$ cat src/rtl/dac_tri_pkg.sv
package dac_tri_pkg;

  localparam int DAC_W    = 12;
  localparam int TSEL_W   = 3;
  localparam int NUM_TRIG = 1 << TSEL_W;
  localparam int MAMP_W   = 4;
  localparam int NUM_CH   = 2;
  localparam int HALF_W   = 16;
  localparam int REG_W    = NUM_CH * HALF_W;
  localparam int LATENCY  = 3;
  localparam int PHASE_W  = $clog2(LATENCY + 1);
  localparam int FULL_AMP = 11;
  localparam logic [HALF_W-1:0] HALF_MASK = 16'h1FFF;

  typedef logic [DAC_W-1:0] sample_t;

  // one half of the control word, bit 0 at the bottom
  typedef struct packed {
    logic [2:0]        rsvd;
    logic              dma_req_en;
    logic [MAMP_W-1:0] amp_sel;
    logic [1:0]        wave_sel;
    logic [TSEL_W-1:0] trig_sel;
    logic              trig_en;
    logic              buf_off;
    logic              chan_en;
  } chan_ctl_t;

  typedef struct packed {
    logic    rising;
    sample_t level;
  } tri_state_t;

  // highest offset allowed by an amplitude code
  function automatic sample_t tri_peak(input logic [MAMP_W-1:0] amp);
    logic [DAC_W:0] p;
    if (int'(amp) >= FULL_AMP) begin
      return '1;
    end
    p = ((DAC_W+1)'(1) << ({1'b0, amp} + 5'd1)) - (DAC_W+1)'(1);
    return p[DAC_W-1:0];
  endfunction

  // clamp to full scale rather than wrap
  function automatic sample_t sat_add(input sample_t a, input sample_t b);
    logic [DAC_W:0] s;
    s = {1'b0, a} + {1'b0, b};
    return s[DAC_W] ? '1 : s[DAC_W-1:0];
  endfunction

  // one step of the up/down walk between 0 and peak
  function automatic tri_state_t tri_advance(input tri_state_t cur, input sample_t peak);
    tri_state_t n;
    n = cur;
    if (cur.rising) begin
      if (cur.level >= peak) begin
        n.rising = 1'b0;
        n.level  = cur.level - sample_t'(1);
      end else begin
        n.level  = cur.level + sample_t'(1);
      end
    end else begin
      if (cur.level == '0) begin
        n.rising = 1'b1;
        n.level  = sample_t'(1);
      end else begin
        n.level  = cur.level - sample_t'(1);
      end
    end
    return n;
  endfunction

endpackage

$ cat src/rtl/dac_ctl_regs.sv
module dac_ctl_regs
  import dac_tri_pkg::*;
#(
  parameter int NCH = NUM_CH
) (
  input  logic                         clk,
  input  logic                         rst_n,
  input  logic                         we_i,
  input  logic [NCH*HALF_W-1:0]        wdata_i,
  output logic [NCH*HALF_W-1:0]        rdata_o,
  output logic [NCH-1:0]               en_o,
  output logic [NCH-1:0]               ten_o,
  output logic [NCH-1:0]               tri_o,
  output logic [NCH-1:0][TSEL_W-1:0]   tsel_o,
  output logic [NCH-1:0][MAMP_W-1:0]   amp_o
);

  chan_ctl_t [NCH-1:0] ctl_q;

  for (genvar c = 0; c < NCH; c++) begin : g_half
    always_ff @(posedge clk) begin
      if (!rst_n) begin
        ctl_q[c] <= '0;
      end else if (we_i) begin
        ctl_q[c] <= chan_ctl_t'(wdata_i[c*HALF_W +: HALF_W] & HALF_MASK);
      end
    end

    assign en_o[c]   = ctl_q[c].chan_en;
    assign ten_o[c]  = ctl_q[c].trig_en;
    assign tri_o[c]  = ctl_q[c].wave_sel[1];
    assign tsel_o[c] = ctl_q[c].trig_sel;
    assign amp_o[c]  = ctl_q[c].amp_sel;

    AST_RSVD_READ_ZERO: assert property (@(posedge clk) disable iff (!rst_n)
      rdata_o[c*HALF_W + 13 +: 3] == 3'b000);
  end

  assign rdata_o = ctl_q;

endmodule

$ cat src/rtl/dac_tri_gen.sv
module dac_tri_gen
  import dac_tri_pkg::*;
(
  input  logic              clk,
  input  logic              rst_n,
  input  logic              clr_i,
  input  logic              step_i,
  input  logic [MAMP_W-1:0] amp_i,
  output sample_t           level_o
);

  tri_state_t st_q;
  tri_state_t st_nxt;
  sample_t    peak;

  always_comb begin
    peak   = tri_peak(amp_i);
    st_nxt = tri_advance(st_q, peak);
  end

  always_ff @(posedge clk) begin
    if (!rst_n || clr_i) begin
      st_q <= '{rising: 1'b1, level: '0};
    end else if (step_i) begin
      st_q <= st_nxt;
    end
  end

  assign level_o = st_q.level;

  AST_STEP_BY_ONE: assert property (@(posedge clk) disable iff (!rst_n)
    ($past(!clr_i) && level_o != $past(level_o)) |->
      (level_o == $past(level_o) + sample_t'(1) || level_o == $past(level_o) - sample_t'(1)));

  AST_STEP_ONLY_ON_XFER: assert property (@(posedge clk) disable iff (!rst_n)
    (level_o != $past(level_o)) |-> $past(step_i || clr_i));

endmodule

$ cat src/rtl/dac_chan.sv
module dac_chan
  import dac_tri_pkg::*;
(
  input  logic                clk,
  input  logic                rst_n,
  input  logic                en_i,
  input  logic                ten_i,
  input  logic                tri_i,
  input  logic [TSEL_W-1:0]   tsel_i,
  input  logic [MAMP_W-1:0]   amp_i,
  input  logic [NUM_TRIG-1:0] trig_i,
  input  sample_t             hold_i,
  output sample_t             out_o
);

  logic [PHASE_W-1:0] phase_q;
  sample_t            sum_q;
  sample_t            out_q;
  sample_t            level;
  logic               busy;
  logic               sel_hit;
  logic               launch;
  logic               xfer;

  assign busy    = phase_q != '0;
  assign sel_hit = trig_i[tsel_i];
  assign launch  = en_i & ten_i & sel_hit & ~busy;
  assign xfer    = phase_q == PHASE_W'(LATENCY);

  always_ff @(posedge clk) begin
    if (!rst_n || !en_i) begin
      phase_q <= '0;
    end else if (launch) begin
      phase_q <= PHASE_W'(1);
    end else if (xfer) begin
      phase_q <= '0;
    end else if (busy) begin
      phase_q <= phase_q + PHASE_W'(1);
    end
  end

  always_ff @(posedge clk) begin
    if (!rst_n) begin
      sum_q <= '0;
    end else if (launch) begin
      sum_q <= sat_add(hold_i, tri_i ? level : '0);
    end
  end

  always_ff @(posedge clk) begin
    if (!rst_n || !en_i) begin
      out_q <= '0;
    end else if (xfer) begin
      out_q <= sum_q;
    end
  end

  dac_tri_gen u_tri (
    .clk     (clk),
    .rst_n   (rst_n),
    .clr_i   (~en_i),
    .step_i  (xfer & tri_i),
    .amp_i   (amp_i),
    .level_o (level)
  );

  assign out_o = out_q;

  AST_XFER_THREE_AFTER: assert property (@(posedge clk) disable iff (!rst_n)
    xfer |-> $past(launch, 3));

  AST_OUT_MOVES_ON_XFER: assert property (@(posedge clk) disable iff (!rst_n)
    (out_q != $past(out_q)) |-> ($past(xfer) || !$past(en_i)));

  AST_OFF_CLEARS_OUT: assert property (@(posedge clk) disable iff (!rst_n)
    $past(!en_i) |-> (out_q == '0));

  AST_NO_WRAP: assert property (@(posedge clk) disable iff (!rst_n)
    launch |=> (sum_q >= $past(hold_i)));

endmodule

$ cat src/rtl/dac_tri_seq.sv
module dac_tri_seq
  import dac_tri_pkg::*;
(
  input  logic                    clk,
  input  logic                    rst_n,
  input  logic                    ctrl_we,
  input  logic [REG_W-1:0]        ctrl_wdata,
  output logic [REG_W-1:0]        ctrl_rdata,
  input  logic [NUM_CH-1:0]       hold_we,
  input  logic [DAC_W-1:0]        hold_wdata,
  input  logic [NUM_TRIG-1:0]     trig_in,
  output logic [NUM_CH*DAC_W-1:0] ch_out
);

  logic [NUM_CH-1:0]             en;
  logic [NUM_CH-1:0]             ten;
  logic [NUM_CH-1:0]             tri_md;
  logic [NUM_CH-1:0][TSEL_W-1:0] tsel;
  logic [NUM_CH-1:0][MAMP_W-1:0] amp;

  dac_ctl_regs #(.NCH(NUM_CH)) u_regs (
    .clk     (clk),
    .rst_n   (rst_n),
    .we_i    (ctrl_we),
    .wdata_i (ctrl_wdata),
    .rdata_o (ctrl_rdata),
    .en_o    (en),
    .ten_o   (ten),
    .tri_o   (tri_md),
    .tsel_o  (tsel),
    .amp_o   (amp)
  );

  for (genvar c = 0; c < NUM_CH; c++) begin : g_ch
    sample_t hold_q;
    sample_t out_w;

    always_ff @(posedge clk) begin
      if (!rst_n) begin
        hold_q <= '0;
      end else if (hold_we[c]) begin
        hold_q <= hold_wdata;
      end
    end

    dac_chan u_chan (
      .clk    (clk),
      .rst_n  (rst_n),
      .en_i   (en[c]),
      .ten_i  (ten[c]),
      .tri_i  (tri_md[c]),
      .tsel_i (tsel[c]),
      .amp_i  (amp[c]),
      .trig_i (trig_in),
      .hold_i (hold_q),
      .out_o  (out_w)
    );

    assign ch_out[c*DAC_W +: DAC_W] = out_w;
  end

endmodule

$ cat config.mk
export PLATFORM = sky130hd
export DESIGN_NAME = dac_tri_seq
export DESIGN_NICKNAME = d
export VERILOG_FILES = /design/src/rtl/dac_tri_pkg.sv /design/src/rtl/dac_ctl_regs.sv /design/src/rtl/dac_tri_gen.sv /design/src/rtl/dac_chan.sv /design/src/rtl/dac_tri_seq.sv
export SDC_FILE = /design/constraint.sdc
export NUM_CORES = 1
export LEC_CHECK = 0
export ABC_CLOCK_PERIOD_IN_PS = 6990
export CORE_MARGIN = 1
export CORE_UTILIZATION = 40
export CTS_CLUSTER_SIZE = 8
export DETAILED_ROUTE_END_ITERATION = 8
export PLACE_DENSITY = 0.62
export REMOVE_ABC_BUFFERS = 1
export SLEW_MARGIN = 30
export SYNTH_ARGS = -nofsm -noshare
export SYNTH_HDL_FRONTEND = slang
export SYNTH_HIERARCHICAL = 1
export SYNTH_SLANG_ARGS = --single-unit
$ cat constraint.sdc
create_clock -name clk -period 6.99 [get_ports clk]
set_clock_uncertainty 0.1 [all_clocks]
set_input_delay 1.398 -clock clk [delete_from_list [all_inputs] [get_ports clk]]
set_output_delay 1.398 -clock clk [all_outputs]
set_load 0.01 [all_outputs]
==> results of run 1 <==
through the flow:
step	setup WS, ps	util (%)	cells
after floorplan	3865	-	856
after global placement	3070	43.80	1236
after detailed placement	3320	43.82	1236
after CTS	3499	46.61	1268
after global routing	3232	46.61	1268
final	3476	46.61	1268
worst register-to-register path: cells and delay by family, from the launching register on:
family | cells | cell delay, ps
adder cells (fa/ha/maj) | 2 | 670
AND/OR/NAND/NOR | 3 | 570
flip-flops | 1 | 410
AO/OA/AOI/OAI | 5 | 1450
multiplexers | 1 | 170
where the power goes:
| group | internal, mW | switching (mW) |
|---|---|---|
| Clock | 0.512 | 0.380 |
| Combinational | 0.101 | 0.105 |
| Sequential | 0.749 | 0.0229 |
| Total | 1.36 | 0.508 |
routing by layer:
layer,global-route usage (%),up-vias,wire (um)
met5,0,-,0
met3,3.957,11,1003
li1,-,3391,-
met1,24.88,3134,9939
met4,5.206,0,203
met2,28.06,154,8635
how the worst max path moves through the flow:
stage	end	slack [ps]	from	depth (start not counted)
2_1_floorplan	g_ch[0].u_chan/u_tri/level_o[10]	3860	u_regs/amp_o[1]	12
3_3_place_gp	g_ch[0].u_chan/u_tri/level_o[3]	3070	rst_n	7
3_5_place_dp	g_ch[0].u_chan/sum_q[1]	3320	trig_in[6]	7
4_1_cts	g_ch[1].u_chan/u_tri/level_o[2]	3500	u_regs/amp_o[5]	11
5_1_grt	g_ch[1].u_chan/u_tri/level_o[10]	3230	u_regs/amp_o[5]	11
6_report	g_ch[1].u_chan/u_tri/level_o[6]	3480	u_regs/amp_o[5]	11
cells in the final DEF (no fill, tap or decap), types with 8 or more instances in the layout:
cell type | Yosys | routed
sky130_fd_sc_hd__nor3_1 | 18 | 18
sky130_fd_sc_hd__conb_1 | 3 | 10
sky130_fd_sc_hd__clkbuf_16 | 0 | 17
sky130_fd_sc_hd__clkdlybuf4s50_1 | 0 | 98
sky130_fd_sc_hd__mux2i_1 | 82 | 82
sky130_fd_sc_hd__o2111ai_1 | 24 | 24
sky130_fd_sc_hd__dfxtp_1 | 128 | 128
sky130_fd_sc_hd__nand2b_1 | 8 | 8
sky130_fd_sc_hd__nand3_1 | 20 | 20
sky130_fd_sc_hd__a21oi_1 | 32 | 32
sky130_fd_sc_hd__inv_1 | 28 | 28
sky130_fd_sc_hd__nor2_1 | 64 | 62
sky130_fd_sc_hd__and2_1 | 30 | 30
sky130_fd_sc_hd__o211ai_1 | 21 | 21
sky130_fd_sc_hd__nor2b_1 | 54 | 54
sky130_fd_sc_hd__xor2_1 | 32 | 32
sky130_fd_sc_hd__o21ai_0 | 39 | 39
sky130_fd_sc_hd__ha_1 | 58 | 58
sky130_fd_sc_hd__xnor2_1 | 26 | 26
sky130_fd_sc_hd__o221a_1 | 20 | 20
sky130_fd_sc_hd__nand2_1 | 80 | 80
state kept, by name, indices dropped and copies added (netlist names):
signal	flops
g_ch.hold_q	24
g_ch.u_chan/out_o	24
g_ch.u_chan/phase_q	4
g_ch.u_chan/sum_q	24
g_ch.u_chan/u_tri/level_o	24
g_ch.u_chan/u_tri/st_q	2
u_regs/amp_o	8
u_regs/en_o	2
u_regs/rdata_o	16
area by class of cell:
| cell class | instances | area [sq um] | share of cell area (%) |
|---|---|---|---|
| clock inverter | 14 | 147.6 | 1.507 |
| clock buffer | 18 | 439.2 | 4.482 |
| tap | 275 | 344.1 | 3.512 |
| inverter | 28 | 105.1 | 1.073 |
| sequential | 128 | 2562 | 26.15 |
| multi-input combinational | 700 | 5171 | 52.78 |
| timing repair buffer | 105 | 1028 | 10.50 |
logic make-up (layout without fill, tap and decap cells):
kind of cell,after synthesis,after routing,share of synthesized area (%)
multiplexers,86,86,10.77
flip-flops,128,128,29.81
XOR/XNOR,58,58,5.909
other,3,10,0.1310
buffers and inverters,139,165,10.41
adder cells (fa/ha/maj),60,60,8.907
AND/OR/NAND/NOR,302,302,18.12
AO/OA/AOI/OAI,184,184,15.95
==> impl_metrics.prom, run 1 <==
# TYPE chip_impl_metric gauge
chip_impl_metric{name="final_net_count",unit=""} 1097
chip_impl_metric{name="max_freq",unit="MHz"} 284.5
chip_impl_metric{name="fp.dieW",unit="um"} 148.6
chip_impl_metric{name="syn_area",unit="sq mm"} 0.008597
chip_impl_metric{name="routabilityCongestion",unit=""} 0.7995
chip_impl_metric{name="diodes",unit=""} 0
chip_impl_metric{name="timing.slew.headroom",unit="%"} 37.82
chip_impl_info{name="cp_top_delay_family",value="compound AO/OA/AOI/OAI gates"} 1
chip_impl_metric{name="timing.final.max_slew_violations",unit=""} 0
chip_impl_metric{name="vias",unit=""} 6690
chip_impl_info{name="area_contributors_post_synth",value="sky130_fd_sc_hd__dfxtp_1 30%, sky130_fd_sc_hd__mux2i_1 9.5%, sky130_fd_sc_hd__ha_1 8.4%"} 1
chip_impl_info{name="hold_path.startpoint",value="g_ch[0].u_chan/out_o[4]"} 1
chip_impl_info{name="post_synth_top_cells",value="128 x sky130_fd_sc_hd__dfxtp_1, 82 x sky130_fd_sc_hd__mux2i_1, 80 x sky130_fd_sc_hd__nand2_1"} 1
chip_impl_info{name="cts_tree",value="built"} 1
chip_impl_info{name="rr_startpoint",value="u_regs/amp_o[5]"} 1
chip_impl_metric{name="place_hpwl",unit="mm"} 13.66
chip_impl_metric{name="clock_edge_transition_at_the_registers_on_the_reported_setup_and_hold_paths",unit="ps"} 60
chip_impl_metric{name="route.detailed.wl_per_inst",unit="um"} 15.60
chip_impl_metric{name="synth_largest_type_area_fraction",unit="%"} 29.81
chip_impl_metric{name="remaining_drc_errors",unit=""} 0
chip_impl_metric{name="max_cap_violations",unit=""} 0
chip_impl_metric{name="core_area",unit="sq mm"} 0.02102
chip_impl_metric{name="detail_routed_via_count_per_cell",unit=""} 5.276
chip_impl_metric{name="cp.buffers_inverters",unit=""} 0
chip_impl_metric{name="global_route_wire_length_before_repair",unit="mm"} 31.62
chip_impl_metric{name="io_pins",unit=""} 113
chip_impl_metric{name="min_path_cells",unit=""} 2
chip_impl_info{name="cp-end-kind",value="flip-flop"} 1
chip_impl_metric{name="floorplan.die.height",unit="um"} 148.6
chip_impl_metric{name="post_cts_resized",unit=""} 0
chip_impl_metric{name="placedInstanceArea",unit="sq mm"} 0.009211
chip_impl_metric{name="cts_sinks",unit=""} 128
chip_impl_metric{name="synth_edf_count",unit=""} 0
chip_impl_metric{name="initial_core_util",unit="%"} 40.90
chip_impl_metric{name="ys.warnings.count",unit=""} 6
chip_impl_info{name="synth_largest_area_cell",value="sky130_fd_sc_hd__dfxtp_1"} 1
chip_impl_metric{name="cts-root-to-sink-buffers",unit=""} 2
chip_impl_metric{name="period_needed",unit="ps"} 3514
chip_impl_metric{name="report.final.hold_viol_count",unit=""} 0
chip_impl_metric{name="number_of_flip_flops_and_latches_in_the_synthesized_netlist",unit=""} 128
chip_impl_metric{name="power_leakage",unit="nW"} 3.845
chip_impl_info{name="cp_slowest_cell",value="sky130_fd_sc_hd__o21a_1"} 1
chip_impl_metric{name="per_instance_average_area_after_synthesis",unit="sq um"} 8.955
chip_impl_metric{name="cts_post_setup_buffers_inserted",unit=""} 0
chip_impl_metric{name="worstMarginPinSlew",unit="ps"} 932.7
chip_impl_metric{name="fillers",unit=""} 2048
chip_impl_metric{name="rr_worst_depth",unit=""} 11
chip_impl_metric{name="io_buffers",unit=""} 100
chip_impl_metric{name="grt_pass1_vias",unit=""} 6224
chip_impl_metric{name="globalRoute.totalOverflow",unit=""} 0
chip_impl_metric{name="finalSetupViolations",unit=""} 0
chip_impl_metric{name="peakVddDrop",unit="mV"} 0.1524
chip_impl_metric{name="layout.cell_area.non_filler",unit="sq mm"} 0.009798
chip_impl_metric{name="yosysUniqueCellTypes",unit=""} 58
chip_impl_metric{name="syn_to_final_growth",unit="%"} 13.97
chip_impl_metric{name="post-layout-total-power",unit="mW"} 1.870
chip_impl_info{name="cts.root.buffer_cell",value="sky130_fd_sc_hd__clkbuf_16"} 1
chip_impl_info{name="regToRegEndpoint",value="g_ch[1].u_chan/u_tri/level_o[6]"} 1
chip_impl_info{name="critPathLaunchType",value="flip-flop"} 1
chip_impl_metric{name="drt_iter0_drc",unit=""} 429
chip_impl_metric{name="rrSetupSlack",unit="ps"} 3480
chip_impl_metric{name="postCtsHoldBufs",unit=""} 0
chip_impl_info{name="ys_dominant_reg_cell",value="sky130_fd_sc_hd__dfxtp_1"} 1
chip_impl_metric{name="setup_tns",unit="ps"} 0
chip_impl_metric{name="cp.required",unit="ps"} 7180
chip_impl_info{name="synth.most_common_cell",value="sky130_fd_sc_hd__dfxtp_1"} 1
chip_impl_metric{name="cts_inserted_buffers",unit=""} 17
chip_impl_metric{name="floorplan.rows",unit=""} 53
chip_impl_metric{name="fp.dieArea",unit="sq mm"} 0.02208
chip_impl_metric{name="share_of_final_layout_standard_cells_stronger_than_drive_strength_1",unit="%"} 6.344
chip_impl_metric{name="holdWs",unit="ps"} 395.9
chip_impl_metric{name="postSynthCellCount",unit=""} 960
chip_impl_metric{name="power_density",unit="mW/mm^2"} 190.8
chip_impl_metric{name="synth-seq-area-share",unit="%"} 29.81
chip_impl_metric{name="globalRouteTotalUtil",unit="%"} 18.05
chip_impl_info{name="status",value="completed"} 1
chip_impl_metric{name="worstPathMaxFanout",unit=""} 14
chip_impl_metric{name="share_of_flip_flops_with_an_asynchronous_set_or_reset",unit="%"} 0
chip_impl_metric{name="htree_num_levels",unit=""} 4
chip_impl_info{name="rsz_0062_raised_after_global_routing",value="false"} 1
chip_impl_metric{name="worst_skew_pair.late_latency",unit="ps"} 420
chip_impl_info{name="worst_case_hold_path_end_point",value="g_ch[0].u_chan/out_o[4]"} 1
chip_impl_metric{name="pin_count_of_the_biggest_net_entering_global_routing",unit=""} 58
chip_impl_metric{name="fin_crit_share",unit="%"} 50.28
chip_impl_info{name="timing.setup.critical_path_class",value="reg -> reg"} 1
chip_impl_metric{name="first_pass_iters",unit=""} 5
chip_impl_metric{name="worst_ep_arrival_time",unit="ps"} 3700
chip_impl_info{name="path_cells",value="nor3_1, nand2b_1, ha_1, mux2i_1, o22a_1, o32ai_1, ha_1, nand2_1, o21a_1, o21a_1, o211ai_1"} 1
chip_impl_metric{name="antenna_violating_nets_post_route",unit=""} 0
chip_impl_metric{name="grt_antenna_before_repair",unit=""} 0
chip_impl_metric{name="worst_path_largest_cell_delay",unit="ps"} 450
chip_impl_info{name="timing.hold.worst.class",value="reg -> reg"} 1
chip_impl_metric{name="route.final.wire_length",unit="mm"} 19.78
Power figures use the tool's default switching activity.
==> inputs of run 2 (changes only) <==
--- a/config.mk
+++ b/config.mk
@@ -5,12 +5,12 @@
 export SDC_FILE = /design/constraint.sdc
 export NUM_CORES = 1
 export LEC_CHECK = 0
-export ABC_CLOCK_PERIOD_IN_PS = 6990
+export ABC_CLOCK_PERIOD_IN_PS = 3000
 export CORE_MARGIN = 1
 export CORE_UTILIZATION = 40
 export CTS_CLUSTER_SIZE = 8
 export DETAILED_ROUTE_END_ITERATION = 8
-export PLACE_DENSITY = 0.62
+export PLACE_DENSITY = 0.64
 export REMOVE_ABC_BUFFERS = 1
 export SLEW_MARGIN = 30
 export SYNTH_ARGS = -nofsm -noshare
==> constraint.sdc (replaced) <==
create_clock -name clk -period 3 [get_ports clk]
set_clock_uncertainty 0.1 [all_clocks]
set_input_delay 0.6 -clock clk [delete_from_list [all_inputs] [get_ports clk]]
set_output_delay 0.6 -clock clk [all_outputs]
set_load 0.01 [all_outputs]
==> run 2 against run 1 <==
Fmax up 27%. Total power up 130%. Register-to-register slack worse by 3300 ps. Combinational power grew to 2.7 times the previous value. Largest cell class unchanged. Largest power group unchanged.
==> impl_metrics.prom, run 2 (synthesis gave the netlist of run 1 again) <==
# TYPE chip_impl_metric gauge
chip_impl_metric{name="io_buffers",unit=""} 100
chip_impl_info{name="timing.setup.critical_path_class",value="reg -> reg"} 1
chip_impl_metric{name="remaining_drc_errors",unit=""} 0
chip_impl_metric{name="timing.final.max_slew_violations",unit=""} 0
chip_impl_metric{name="antenna_violating_nets_post_route",unit=""} 0
chip_impl_metric{name="cts_inserted_buffers",unit=""} 17
chip_impl_info{name="cts.root.buffer_cell",value="sky130_fd_sc_hd__clkbuf_16"} 1
chip_impl_metric{name="share_of_final_layout_standard_cells_stronger_than_drive_strength_1",unit="%"} 10.53
chip_impl_metric{name="post-layout-total-power",unit="mW"} 4.243
chip_impl_metric{name="rr_worst_depth",unit=""} 13
chip_impl_metric{name="detail_routed_via_count_per_cell",unit=""} 5.220
chip_impl_metric{name="worst_skew_pair.late_latency",unit="ps"} 420
chip_impl_metric{name="grt_antenna_before_repair",unit=""} 1
chip_impl_metric{name="globalRoute.totalOverflow",unit=""} 0
chip_impl_metric{name="first_pass_iters",unit=""} 5
chip_impl_metric{name="cp.required",unit="ps"} 3230
chip_impl_info{name="rsz_0062_raised_after_global_routing",value="false"} 1
chip_impl_metric{name="fp.dieW",unit="um"} 148.6
chip_impl_info{name="top_usage_layer",value="met2"} 1
chip_impl_metric{name="core_area",unit="sq mm"} 0.02102
chip_impl_metric{name="max_cap_violations",unit=""} 0
chip_impl_metric{name="postCtsHoldBufs",unit=""} 0
chip_impl_metric{name="io_pins",unit=""} 113
chip_impl_metric{name="global_route_wire_length_before_repair",unit="mm"} 32.20
chip_impl_metric{name="grt_pass1_vias",unit=""} 6357
chip_impl_metric{name="place_hpwl",unit="mm"} 14.34
chip_impl_metric{name="floorplan.rows",unit=""} 53
chip_impl_metric{name="grt.met2_usage",unit="%"} 28.18
chip_impl_metric{name="max_freq",unit="MHz"} 360.3
chip_impl_metric{name="report.final.hold_viol_count",unit=""} 0
chip_impl_metric{name="timing.slew.headroom",unit="%"} 48.54
chip_impl_metric{name="route.final.wire_length",unit="mm"} 19.82
chip_impl_info{name="cp_slowest_cell",value="sky130_fd_sc_hd__dfxtp_1"} 1
chip_impl_info{name="regToRegEndpoint",value="g_ch[0].u_chan/u_tri/level_o[1]"} 1
chip_impl_metric{name="worst_ep_arrival_time",unit="ps"} 3010
chip_impl_info{name="layout.cells.most_common_list",value="128 x sky130_fd_sc_hd__dfxtp_1, 98 x sky130_fd_sc_hd__clkdlybuf4s50_1, 82 x sky130_fd_sc_hd__mux2i_1, 79 x sky130_fd_sc_hd__nand2_1, 62 x sky130_fd_sc_hd__nor2_1"} 1
chip_impl_info{name="cp_top_delay_family",value="compound AO/OA/AOI/OAI gates"} 1
chip_impl_metric{name="cts-root-to-sink-buffers",unit=""} 2
chip_impl_metric{name="floorplan.die.height",unit="um"} 148.6
chip_impl_info{name="most_common_library_cell_in_the_layout_ignoring_fill_and_taps",value="sky130_fd_sc_hd__dfxtp_1"} 1
chip_impl_metric{name="routabilityCongestion",unit=""} 0.8047
chip_impl_metric{name="pin_count_of_the_biggest_net_entering_global_routing",unit=""} 35
chip_impl_metric{name="fin_crit_share",unit="%"} 92.52
chip_impl_metric{name="setup_tns",unit="ps"} 0
chip_impl_metric{name="holdWs",unit="ps"} 395.9
chip_impl_metric{name="worstMarginPinSlew",unit="ps"} 769.5
chip_impl_info{name="cts_tree",value="built"} 1
chip_impl_info{name="status",value="completed"} 1
chip_impl_metric{name="min_path_cells",unit=""} 2
chip_impl_metric{name="peakVddDrop",unit="mV"} 0.3380
chip_impl_metric{name="power_density",unit="mW/mm^2"} 419.4
chip_impl_metric{name="global_route.usage.met3",unit="%"} 3.988
chip_impl_info{name="path_cells",value="nor3_1, nand2b_1, ha_2, a21oi_1, o21ai_0, a21oi_1, ha_1, nand2_1, o21ai_0, a21oi_1, buf_4, o21ai_0, a211oi_1"} 1
chip_impl_metric{name="cts_sinks",unit=""} 128
chip_impl_info{name="rr_startpoint",value="u_regs/amp_o[0]"} 1
chip_impl_metric{name="globalRouteTotalUtil",unit="%"} 18.26
chip_impl_metric{name="worst_path_largest_cell_delay",unit="ps"} 310
chip_impl_metric{name="power_leakage",unit="nW"} 4.047
chip_impl_metric{name="syn_to_final_growth",unit="%"} 17.68
chip_impl_info{name="worst_case_hold_path_end_point",value="g_ch[0].u_chan/out_o[6]"} 1
chip_impl_metric{name="htree_num_levels",unit=""} 4
chip_impl_metric{name="cp.buffers_inverters",unit=""} 1
chip_impl_metric{name="vias",unit=""} 6843
chip_impl_info{name="critPathLaunchType",value="flip-flop"} 1
chip_impl_metric{name="fp.dieArea",unit="sq mm"} 0.02208
chip_impl_metric{name="gr-usage-met1",unit="%"} 25.31
chip_impl_metric{name="drt_iter0_drc",unit=""} 495
chip_impl_metric{name="finalSetupViolations",unit=""} 0
chip_impl_info{name="timing.hold.worst.class",value="reg -> reg"} 1
chip_impl_info{name="cp-end-kind",value="flip-flop"} 1
chip_impl_metric{name="final_net_count",unit=""} 1139
chip_impl_metric{name="initial_core_util",unit="%"} 40.90
chip_impl_metric{name="worstPathMaxFanout",unit=""} 14
chip_impl_info{name="hold_path.startpoint",value="g_ch[0].u_chan/out_o[6]"} 1
chip_impl_metric{name="route.detailed.wl_per_inst",unit="um"} 15.12
chip_impl_metric{name="period_needed",unit="ps"} 2776
chip_impl_metric{name="clock_edge_transition_at_the_registers_on_the_reported_setup_and_hold_paths",unit="ps"} 60
chip_impl_metric{name="rrSetupSlack",unit="ps"} 220
## run 2: changes by cell type in the layout (fill, tap and decap cells not counted), moves of 2 or more
| cell | delta |
|---|---|
| sky130_fd_sc_hd__clkinv_2 | +2 |
| sky130_fd_sc_hd__buf_12 | +2 |
| sky130_fd_sc_hd__ha_1 | -2 |
| sky130_fd_sc_hd__buf_4 | +40 |
| sky130_fd_sc_hd__inv_8 | -2 |
| sky130_fd_sc_hd__ha_2 | +2 |
## run 2: worst reg2reg max path, cell delays in order (launching register included)
cell and delay, ps:
sky130_fd_sc_hd__dfxtp_1 310, sky130_fd_sc_hd__nor3_1 240, sky130_fd_sc_hd__nand2b_1 120, sky130_fd_sc_hd__ha_2 280, sky130_fd_sc_hd__a21oi_1 160, sky130_fd_sc_hd__o21ai_0 80, sky130_fd_sc_hd__a21oi_1 160, sky130_fd_sc_hd__ha_1 250
sky130_fd_sc_hd__nand2_1 80, sky130_fd_sc_hd__o21ai_0 90, sky130_fd_sc_hd__a21oi_1 230, sky130_fd_sc_hd__buf_4 240, sky130_fd_sc_hd__o21ai_0 130, sky130_fd_sc_hd__a211oi_1 220
## run 2: how the worst max path moves through the flow
stage | from | endpoint | slack [ps] | depth (start not counted)
after floorplan | u_regs/amp_o[1] | g_ch[0].u_chan/u_tri/level_o[10] | -130 | 12
after global placement | u_regs/amp_o[4] | g_ch[1].u_chan/u_tri/level_o[2] | 130 | 13
after detailed placement | u_regs/amp_o[4] | g_ch[1].u_chan/u_tri/level_o[8] | 100 | 13
after CTS | u_regs/amp_o[4] | g_ch[1].u_chan/u_tri/level_o[8] | 80 | 13
after global routing | u_regs/amp_o[0] | g_ch[0].u_chan/u_tri/level_o[1] | 30 | 13
final | u_regs/amp_o[0] | g_ch[0].u_chan/u_tri/level_o[1] | 220 | 13
## run 2: layer usage
metal  vias up  wire length, um
li1       3483                -
met1      3171             9872
met3        14             1064
met5         -                0
met4         0              159
met2       175             8723
## run 2: repair_timing
| item | in CTS | in global routing |
|---|---|---|
| setup buffers | 0 | 0 |
| resized for setup | 0 | 5 |
| setup endpoints to repair | 0 | 22 |
## run 2: power by group
part | internal (mW) | switching (mW)
sequential | 1.75 | 0.0332
clock | 1.09 | 0.824
combinational | 0.276 | 0.273
## run 2: metrics by stage
| stage | setup slack, ps | util [%] | cells | cell area (sq um) |
|---|---|---|---|---|
| 6_report | 224.5 | 48.13 | 1311 | 10120 |
| 5_1_grt | 27.80 | 48.12 | 1310 | 10110 |
| 4_1_cts | 76.87 | 48.04 | 1310 | 10100 |
| 3_5_place_dp | 96.78 | 45.44 | 1278 | 9552 |
| 3_3_place_gp | 130.9 | 45.41 | 1278 | 9547 |
| 2_1_floorplan | -125.3 | - | 856 | 7834 |
## run 2: layout make-up
| class | instances | area, sq um |
|---|---|---|
| clock inverter | 13 | 103.9 |
| clock buffer | 19 | 442.9 |
| tap | 275 | 344.1 |
| fill | 2046 | 10900 |
| multi-input combinational | 700 | 5187 |
| antenna | 1 | 2.502 |
| inverter | 28 | 105.1 |
| sequential | 128 | 2562 |
| timing repair buffer | 147 | 1369 |
